File: src/rtl/mawp_pkg.sv
package mawp_pkg;
  localparam int KIND_W = 2;
  localparam int KINDS  = 1 << KIND_W;

  typedef enum logic [KIND_W-1:0] {
    KIND_READ   = 2'd0,
    KIND_WRITE  = 2'd1,
    KIND_FETCH  = 2'd2,
    KIND_ATOMIC = 2'd3
  } acc_kind_e;

  localparam logic [2:0] OFF_LO    = 3'd0;
  localparam logic [2:0] OFF_HI    = 3'd1;
  localparam logic [2:0] OFF_KMASK = 3'd2;
  localparam logic [2:0] OFF_CMASK = 3'd3;
  localparam logic [2:0] OFF_CSET  = 3'd4;
  localparam logic [2:0] OFF_CADDR = 3'd5;
  localparam logic [2:0] OFF_CINFO = 3'd6;
  localparam logic [2:0] OFF_ACK   = 3'd7;

  localparam logic [1:0] G_ENABLE = 2'd0;
  localparam logic [1:0] G_MASKED = 2'd1;
  localparam logic [1:0] G_ACK    = 2'd2;
  localparam logic [1:0] G_RAW    = 2'd3;
endpackage

File: src/rtl/mawp_match.sv
module mawp_match #(
  parameter int ADDR_W      = 32,
  parameter int NUM_CLIENTS = 14,
  parameter int CID_W       = 4
) (
  input  logic                         valid,
  input  logic [CID_W-1:0]             client,
  input  logic [ADDR_W-1:0]            addr,
  input  logic [mawp_pkg::KIND_W-1:0]  kind,
  input  logic [ADDR_W-1:0]            lo,
  input  logic [ADDR_W-1:0]            hi,
  input  logic [mawp_pkg::KINDS-1:0]   kmask,
  input  logic [NUM_CLIENTS-1:0]       cmask,
  output logic                         hit
);
  localparam int CEXT = 1 << CID_W;

  logic [CEXT-1:0] cmask_ext;
  logic            in_win;

  assign cmask_ext = CEXT'(cmask);
  assign in_win    = (addr >= lo) && (addr <= hi);
  assign hit       = valid && in_win && cmask_ext[client] && kmask[kind];
endmodule

File: src/rtl/mawp_unit.sv
module mawp_unit
  import mawp_pkg::*;
#(
  parameter int ADDR_W      = 32,
  parameter int NUM_CLIENTS = 14,
  parameter int CID_W       = 4,
  parameter int SIZE_W      = 3,
  parameter int DATA_W      = 32
) (
  input  logic                   clk,
  input  logic                   rst,
  input  logic                   wr_en,
  input  logic [2:0]             wr_off,
  input  logic [DATA_W-1:0]      wdata,
  input  logic                   gack,
  input  logic                   mon_valid,
  input  logic [CID_W-1:0]       mon_client,
  input  logic [ADDR_W-1:0]      mon_addr,
  input  logic [KIND_W-1:0]      mon_kind,
  input  logic [SIZE_W-1:0]      mon_size,
  input  logic [2:0]             rd_off,
  output logic [DATA_W-1:0]      rd_word,
  output logic                   flag
);
  localparam int INFO_W = SIZE_W + KIND_W + CID_W;

  logic [ADDR_W-1:0]      lo_q, hi_q, caddr_q;
  logic [KINDS-1:0]       kmask_q;
  logic [NUM_CLIENTS-1:0] cmask_q, cset_q, onehot;
  logic [INFO_W-1:0]      cinfo_q;
  logic                   flag_q, armed_q;
  logic                   hit, clr, busy;

  mawp_match #(
    .ADDR_W(ADDR_W), .NUM_CLIENTS(NUM_CLIENTS), .CID_W(CID_W)
  ) u_match (
    .valid(mon_valid), .client(mon_client), .addr(mon_addr), .kind(mon_kind),
    .lo(lo_q), .hi(hi_q), .kmask(kmask_q), .cmask(cmask_q), .hit(hit)
  );

  assign onehot = NUM_CLIENTS'(1) << mon_client;
  assign clr    = gack && armed_q;
  assign busy   = flag_q && !clr;

  always_ff @(posedge clk) begin
    if (rst) begin
      lo_q <= '0; hi_q <= '0; kmask_q <= '0; cmask_q <= '0;
      caddr_q <= '0; cset_q <= '0; cinfo_q <= '0;
      flag_q <= 1'b0; armed_q <= 1'b0;
    end else begin
      if (wr_en) begin
        case (wr_off)
          OFF_LO:    lo_q    <= wdata[ADDR_W-1:0];
          OFF_HI:    hi_q    <= wdata[ADDR_W-1:0];
          OFF_KMASK: kmask_q <= wdata[KINDS-1:0];
          OFF_CMASK: cmask_q <= wdata[NUM_CLIENTS-1:0];
          OFF_ACK:   if (busy) armed_q <= 1'b1;
          default:   ;
        endcase
      end
      if (clr) begin
        flag_q  <= 1'b0;
        armed_q <= 1'b0;
      end
      if (hit) begin
        if (!busy) begin
          flag_q  <= 1'b1;
          caddr_q <= mon_addr;
          cset_q  <= onehot;
          cinfo_q <= {mon_client, mon_kind, mon_size};
        end else begin
          cset_q  <= cset_q | onehot;
        end
      end
    end
  end

  always_comb begin
    case (rd_off)
      OFF_LO:    rd_word = DATA_W'(lo_q);
      OFF_HI:    rd_word = DATA_W'(hi_q);
      OFF_KMASK: rd_word = DATA_W'(kmask_q);
      OFF_CMASK: rd_word = DATA_W'(cmask_q);
      OFF_CSET:  rd_word = DATA_W'(cset_q);
      OFF_CADDR: rd_word = DATA_W'(caddr_q);
      OFF_CINFO: rd_word = DATA_W'(cinfo_q);
      default:   rd_word = DATA_W'({armed_q, flag_q});
    endcase
  end

  assign flag = flag_q;


  hit_sets_flag_chk: assert property (@(posedge clk) disable iff (rst)
    hit |=> flag_q);


  clear_needs_ack_chk: assert property (@(posedge clk) disable iff (rst)
    $fell(flag_q) |-> $past(gack && armed_q));


  arm_only_when_set_chk: assert property (@(posedge clk) disable iff (rst)
    $rose(armed_q) |-> $past(flag_q));


  capture_frozen_chk: assert property (@(posedge clk) disable iff (rst)
    (flag_q && $past(flag_q) && !$past(gack && armed_q))
      |-> ($stable(caddr_q) && $stable(cinfo_q)));


  client_set_grows_chk: assert property (@(posedge clk) disable iff (rst)
    (flag_q && $past(flag_q) && !$past(gack && armed_q))
      |-> ((cset_q & $past(cset_q)) == $past(cset_q)));
endmodule

File: src/rtl/mawp_top.sv
module mawp_top
  import mawp_pkg::*;
#(
  parameter int NUM_WP      = 4,
  parameter int ADDR_W      = 32,
  parameter int NUM_CLIENTS = 14,
  parameter int CID_W       = 4,
  parameter int SIZE_W      = 3,
  parameter int DATA_W      = 32,
  parameter int REG_AW      = 3 + $clog2(NUM_WP) + 1
) (
  input  logic              clk,
  input  logic              rst,
  input  logic              mon_valid,
  input  logic [CID_W-1:0]  mon_client,
  input  logic [ADDR_W-1:0] mon_addr,
  input  logic [KIND_W-1:0] mon_kind,
  input  logic [SIZE_W-1:0] mon_size,
  input  logic              reg_we,
  input  logic [REG_AW-1:0] reg_addr,
  input  logic [DATA_W-1:0] reg_wdata,
  output logic [DATA_W-1:0] reg_rdata,
  output logic              irq
);
  localparam int UIDX_W = $clog2(NUM_WP);

  logic              gsel;
  logic [UIDX_W-1:0] uidx;
  logic [2:0]        uoff;
  logic [1:0]        goff;
  logic [NUM_WP-1:0] flags, enable_q, gack;
  logic [DATA_W-1:0] unit_rd [NUM_WP];
  logic [DATA_W-1:0] rd_next;
  logic [DATA_W-1:0] rdata_q;
  logic              irq_q;

  assign gsel = reg_addr[REG_AW-1];
  assign uidx = reg_addr[3 +: UIDX_W];
  assign uoff = reg_addr[2:0];
  assign goff = reg_addr[1:0];

  for (genvar i = 0; i < NUM_WP; i++) begin : g_wp
    assign gack[i] = reg_we && gsel && (goff == G_ACK) && reg_wdata[i];

    mawp_unit #(
      .ADDR_W(ADDR_W), .NUM_CLIENTS(NUM_CLIENTS), .CID_W(CID_W),
      .SIZE_W(SIZE_W), .DATA_W(DATA_W)
    ) u_unit (
      .clk(clk), .rst(rst),
      .wr_en(reg_we && !gsel && (uidx == UIDX_W'(i))),
      .wr_off(uoff), .wdata(reg_wdata), .gack(gack[i]),
      .mon_valid(mon_valid), .mon_client(mon_client), .mon_addr(mon_addr),
      .mon_kind(mon_kind), .mon_size(mon_size),
      .rd_off(uoff), .rd_word(unit_rd[i]), .flag(flags[i])
    );
  end

  always_comb begin
    if (gsel) begin
      case (goff)
        G_ENABLE: rd_next = DATA_W'(enable_q);
        G_MASKED: rd_next = DATA_W'(flags & enable_q);
        G_RAW:    rd_next = DATA_W'(flags);
        default:  rd_next = '0;
      endcase
    end else begin
      rd_next = unit_rd[uidx];
    end
  end

  always_ff @(posedge clk) begin
    if (rst) begin
      enable_q <= '0;
      rdata_q  <= '0;
      irq_q    <= 1'b0;
    end else begin
      if (reg_we && gsel && (goff == G_ENABLE)) enable_q <= reg_wdata[NUM_WP-1:0];
      rdata_q <= rd_next;
      irq_q   <= |(flags & enable_q);
    end
  end

  assign reg_rdata = rdata_q;
  assign irq       = irq_q;


  irq_follows_flags_chk: assert property (@(posedge clk) disable iff (rst)
    irq_q == $past(|(flags & enable_q)));


  flag_clear_source_chk: assert property (@(posedge clk) disable iff (rst)
    (|($past(flags) & ~flags)) |-> $past(reg_we && gsel && (goff == G_ACK)));
endmodule

File: config.mk
export PLATFORM = sky130hd
export DESIGN_NAME = mawp_top
export DESIGN_NICKNAME = d
export VERILOG_FILES = /design/src/rtl/mawp_pkg.sv /design/src/rtl/mawp_match.sv /design/src/rtl/mawp_unit.sv /design/src/rtl/mawp_top.sv
export SDC_FILE = /design/constraint.sdc
export NUM_CORES = 2
export LEC_CHECK = 0
export BUFFER_PORTS_ARGS = -buffer_cell sky130_fd_sc_hd__buf_2
export CAP_MARGIN = 20
export CORE_MARGIN = 1.5
export CORE_UTILIZATION = 63
export CTS_CLUSTER_DIAMETER = 30
export CTS_CLUSTER_SIZE = 14
export DETAILED_ROUTE_END_ITERATION = 7
export HOLD_SLACK_MARGIN = 0.06
export PLACE_DENSITY = 0.81
export SETUP_SLACK_MARGIN = 0.3
export SLEW_MARGIN = 5
export SYNTH_ARGS = -nofsm -noshare
export SYNTH_HDL_FRONTEND = slang
export SYNTH_HIERARCHICAL = 1
export SYNTH_SLANG_ARGS = --single-unit
File: constraint.sdc
create_clock -name clk -period 3.7 [get_ports clk]
set_input_delay 0.37 -clock clk [delete_from_list [all_inputs] [get_ports clk]]
set_output_delay 0.37 -clock clk [all_outputs]
set_load 0.05 [all_outputs]
## Yosys cells after proc, flatten, opt, wreduce, memory -nomap -nowiden

Cells that the tools add are included.

| storage, ports and cells | value |
|---|---|
| word-level logic and storage cells | 189 |
| output and inout bits | 33 |
| register bits after elaboration | 593 |
| input port bits | 83 |

| operators by class | value |
|---|---|
| shift operators | 1 |
| reduce and logical (&&, ||, !) cells | 73 |
| muxes and demuxes | 41 |
| magnitude comparators | 11 |
| bitwise operators | 11 |
| equality and inequality tests | 13 |

Operators by type and width:

| cell | count |
|---|---|
| $pmux 32 s7 | 4 |
| $ge 32x32->1 | 4 |
| $le 32x32->1 | 4 |
| $mux 32 | 3 |
| $bmux 32 s2 | 1 |
| $mux 14 | 4 |
| $or 14x14->14 | 4 |
| $reduce_and 2->1 | 20 |
| $logic_and 1x1->1 | 36 |
| $mux 1 | 20 |
| $bmux 1 s4 | 4 |
| $shl 1x4->14 const A | 1 |
| $eq 3x3->1 const B | 4 |
| $pmux 4 s3 | 1 |
| $reduce_and 3->1 | 4 |
| $and 4x4->4 | 2 |
| $bmux 1 s2 | 4 |
| $eq 2x2->1 const B | 4 |
| $reduce_or 2->1 | 4 |
| $eq 3x2->1 const B | 2 |
| $logic_not 1->1 | 5 |
| $lt 4x5->1 const B | 1 |
| $eq 2x1->1 const B | 2 |
| $logic_not 2->1 | 2 |
| other kinds (7) | 10 |

## Logic depth before layout (Yosys ltp)

| logic depth | value |
|---|---|
| depth in word-level cells | 8 |
| gate-level depth with buffers | 13 |
| mapped depth without buffers | 12 |

## Modules after synthesis

Netlist, hierarchy kept.

Modules (own cells, without submodules):

| module | cells an instance | area an instance (um^2) | seq. area each (um^2) | times used |
|---|---|---|---|---|
| mawp_unit | 787 | 6,094.6 | 2,782.7 | 4 |
| mawp_match (g_wp[0].u_unit.u_match ...) | 238 | 1,781.7 | 0.0 | 3 |
| mawp_top | 156 | 2,223.4 | 740.7 | 1 |
| mawp_match (g_wp[2].u_unit.u_match) | 240 | 1,749.2 | 0.0 | 1 |

## Worst setup path after synthesis

OpenSTA, ideal clock, no wires.

| timing | value |
|---|---|
| path type | in2reg |
| start | input mon_addr[9] |
| end | register g_wp[2].u_unit.cset_q[10] |
| library setup time | 0.128 ns |
| arrival | 2.728 ns |
| data required time | 3.572 ns |
| stages | 12 |
| path slack | 0.844 ns |
| cells stage by stage | ha_1 nand4_1 or4_4 nor2_2 nor3b_1 a211o_1 a211oi_2 a21bo_2 buf_2 buf_2 a22oi_1 nor2_1 |

| between the ends | value |
|---|---|
| cells in the longest elaborated chain, start to end | 5 |
| elaborated cells between the ends (all ways) | 6 |

RTL lines:

| item | line | source |
|---|---|---|
| start, declared | mawp_top.sv:16 | `input logic [ADDR_W-1:0] mon_addr,` |
| $ge 32x32->1 / $le 32x32->1 (equally long branches) | mawp_match.sv:22 | `assign in_win = (addr >= lo) && (addr <= hi);` |
| $logic_and 1x1->1 * | mawp_match.sv:22 |  |
| $logic_and 1x1->1 * (3 in a row) | mawp_match.sv:23 | `assign hit = valid && in_win && cmask_ext[client] && kmask[kind];` |
| named net g_wp[2].u_unit.hit | mawp_unit.sv:32 | `logic hit, clr, busy;` |
| end signal, assigned | mawp_unit.sv:69 | `cset_q <= onehot;` |
| end signal, assigned | mawp_unit.sv:72 | `cset_q <= cset_q \| onehot;` |
| end, declared | mawp_unit.sv:29 | `logic [NUM_CLIENTS-1:0] cmask_q, cset_q, onehot;` |

Mark *: on every way through the listed nets, which the timed path passes. The rest lies on a longest branch.
A chain may end at the register's enable or synchronous reset.

## Worst setup path in the final report

| timing | value |
|---|---|
| start | register g_wp[2].u_unit.lo_q[25] |
| end | register g_wp[2].u_unit.cinfo_q[0] |

| between the ends | value |
|---|---|
| cells in the longest elaborated chain, start to end | 6 |

RTL lines:

| item | line | source |
|---|---|---|
| start, declared | mawp_unit.sv:27 | `logic [ADDR_W-1:0] lo_q, hi_q, caddr_q;` |
| start signal, assigned | mawp_unit.sv:53 | `OFF_LO: lo_q <= wdata[ADDR_W-1:0];` |
| $ge 32x32->1 | mawp_match.sv:22 |  |
| $logic_and 1x1->1 | mawp_match.sv:22 |  |
| $logic_and 1x1->1 (3 in a row) | mawp_match.sv:23 |  |
| named net g_wp[2].u_unit.hit | mawp_unit.sv:32 |  |
| $reduce_and 2->1 (no source line) | - |  |
| end signal, assigned | mawp_unit.sv:70 | `cinfo_q <= {mon_client, mon_kind, mon_size};` |
| end, declared | mawp_unit.sv:30 | `logic [INFO_W-1:0] cinfo_q;` |

The timed path passes the listed nets, and every way through them passes these cells.

==> results.cfg <==
[critical_path]
startpoint_type = register
setup.worst_path.end_class = register
reg2reg_depth = 13
cp_cell_sequence = inv_1 > ha_1 > a21o_1 > a221o_1 > a221oi_1 > o21ai_0 > a21oi_2 > a211oi_4 > buf_4 > a21bo_2 > buf_6 > nand2_1 > a21oi_1
worst-path-buf-inv = 3
worst-path-stages = 13
arrival_ps = 4050
cp_data_required_time_ps = 4340
path_max_fanout = 27
slowest_stage = a221oi_1
max_stage_delay_ps = 490
crit_type = register to register
critPathTopFamily = compound AO/OA/AOI/OAI gates

[synth]
syn_area_per_cell_um2 = 7.914
synth_nets = 4597
synth-main-ff-cell = dfxtp_1
synth_top_cells_by_count = 1068 x nand2_1, 675 x a21oi_1, 593 x dfxtp_1
synth_seq_cells = 593
yosysTopAreaCellShare_pct = 35.23
syn-cell-area_mm2 = 0.03370
netlist_instances = 4258
synth-seq-area-share_pct = 35.23
yosysWarnings = 6
synthMostInstantiatedCell = nand2_1
synth_cell_types = 76
async_reset_ff_share_pct = 0
synth_area_leaders = dfxtp_1 35%, nand2_1 12%, a21oi_1 10%, ha_1 9.5%, mux4_2 4.3%
synth_top_area_cell = dfxtp_1
synth_edf_count = 0

[pwr]
power_mw = 21.03
max-vdd-ir-drop_mv = 0.4287
p_leak_nw = 14.78
power_density_mw_per_mm2 = 520.4

[grt]
grt_overflow = 0
grt_antenna_before_repair = 6
grt_pass1_wl_mm = 181.4
grt_use_total_pct = 43.65
grt_max_degree = 215
grt_pass1_vias = 31680

[sta]
fin_skew_ps = 26.77
post-route-min-period_ps = 3408
relSlewSlack_pct = 28.41
final-max-slew-violation-count = 0
fmax_ghz = 0.2934
setup_viol = 0
rsz0062_at_grt = false
finalCritPeriodShare_pct = 92.11
tightestPinTransition_ps = 1074
setup_ws_ps = 291.9
hold_violations = 0

[clock_network]
cts_htree_levels = 4
cts-buffers-inserted = 136
clock_latency_ps = 730
path_clk_slew_ps = 50
root_buffer = clkbuf_16
cts_tree = yes
clkSinkCount = 593
clock_path_buffers = 3

[placed_design]
post-place-ws_ps = -57.38
io_buffers = 115
dpl.hpwl_mm = 79.20
gp_congestion = 0.9841

[floorplanning]
dieWidth_um = 234.3
rows = 84
initial_core_util_pct = 63.87
die_area_mm2 = 0.05488
fp.dieH_um = 234.3
top_level_ports = 116
core_mm2 = 0.05276

[routing]
drt.antenna.violating_nets = 0
vias = 33540
first_pass_iters = 8
dr.first_iter.drc_count = 4966
drt_wl_total_mm = 121.7
wl_per_cell_um = 23.38
viasPerCell = 6.444
drc = 21

[finish]
layout-drive-gt1-share_pct = 15.15
syn2layout_area_growth_pct = 19.94
nNetsFinal = 4740

[worst_hold_path]
hold_depth = 3
hold_class = input port to register

[run]
cap_violations = 0

[status]
violations = DRC
status = finished, violations left
-- through the flow --
stage,utilization (%),hold slack (ps),std cells,cell area [µm²],setup TNS [ps]
3_3_place_gp,66.39,437.4,4918,35030,-148.3
5_1_grt,76.59,65.60,5203,40410,0
6_report,76.60,102.3,5205,40420,0
3_5_place_dp,66.39,441.8,4918,35030,-201.0
4_1_cts,76.48,63.70,5200,40350,0
2_1_floorplan,-,431.6,4258,33700,0
-- state kept, by name (all words and copies together), names as in the netlist, 16 cells and up --
name and count:
g_wp.u_unit/caddr_q 128, g_wp.u_unit/hi_q 128, g_wp.u_unit/lo_q 128, g_wp.u_unit/cmask_q 56, g_wp.u_unit/cset_q 56, g_wp.u_unit/cinfo_q 36, reg_rdata 32, g_wp.u_unit/kmask_q 16
-- cell usage in the layout, fill, tap and decap left out, drive strengths merged, types with 10 or more instances in the layout --
cell	n
a221oi	18
mux4	64
nand4	52
ha	256
a22o	12
mux2	32
a21oi	675
o21ai	47
clkinvlp	16
bufinv	25
nand3	45
dfxtp	593
nor3	15
and2	13
buf	256
o22ai	16
nor2b	74
nand2b	14
inv	273
a211oi	28
a31oi	10
nor2	312
a22oi	42
clkbuf	174
dlygate4sd3	25
nand2	1068
clkinv	28
mux2i	140
a21o	39
a32oi	24
-- routing by layer --
layer	GRT usage [%]	wire length, µm	vias up
met1	56.10	44150	15630
met2	63.43	50500	2517
met3	15.82	19810	513
met4	23.94	7221	4
met5	0	32	-
li1	-	-	14880
-- cell families after synthesis --
logic type / Yosys count / synth area share (%)
compound gates: 981 / 16.94
fa+ha+maj: 256 / 9.506
buf+inv: 542 / 7.237
flops: 593 / 35.23
mux: 236 / 9.506
simple gates: 1650 / 21.58
-- timing repair --
action / 4_1_cts / 5_1_grt
buffers inserted: 5 / 2
pin swaps: 0 / 2
hold endpoints to repair: 173 / 0
hold buffers: 25 / 0
gates cloned: 1 / 0
gates resized for setup: 1 / 9
endpoints found under the setup margin: 40 / 86
-- where the power goes --
group          total [mW]  switching (mW)  internal [mW]
clock network        13.1            3.98           9.14
logic                1.48            1.03          0.454
registers            6.44          0.0143           6.43
-- final cells by class --
class	count	area [µm²]
Fill cell	3525	12350
Timing Repair Buffer	281	2125
Sequential cell	593	11870
Clock inverter	77	1130
Inverter	265	994.7
Clock buffer	174	3884
Antenna cell	3	7.507
Tap cell	688	860.8
Multi-Input combinational cell	3124	19540
-- worst reg2reg max path, stage by stage, from the launching register on --
cell      delay [ps]
dfxtp_1          330
inv_1             50
ha_1             300
a21o_1           190
a221o_1          340
a221oi_1         490
o21ai_0          360
a21oi_2          260
a211oi_4          90
buf_4            150
a21bo_2          230
buf_6            260
nand2_1          120
a21oi_1          170
-- path summary, 6_finish.rpt --
path / end / startpoint / slack [ps]
setup / recovery: g_wp[2].u_unit/cinfo_q[0] / g_wp[2].u_unit/lo_q[25] / 290
hold / removal: g_wp[0].u_unit/lo_q[6] / reg_wdata[6] / 100
setup reg to reg: g_wp[2].u_unit/cinfo_q[0] / g_wp[2].u_unit/lo_q[25] / 290
hold reg to reg: g_wp[2].u_unit/cinfo_q[5] / g_wp[2].u_unit/cinfo_q[5] / 450
Note: power is estimated with default switching activity, not from simulation.
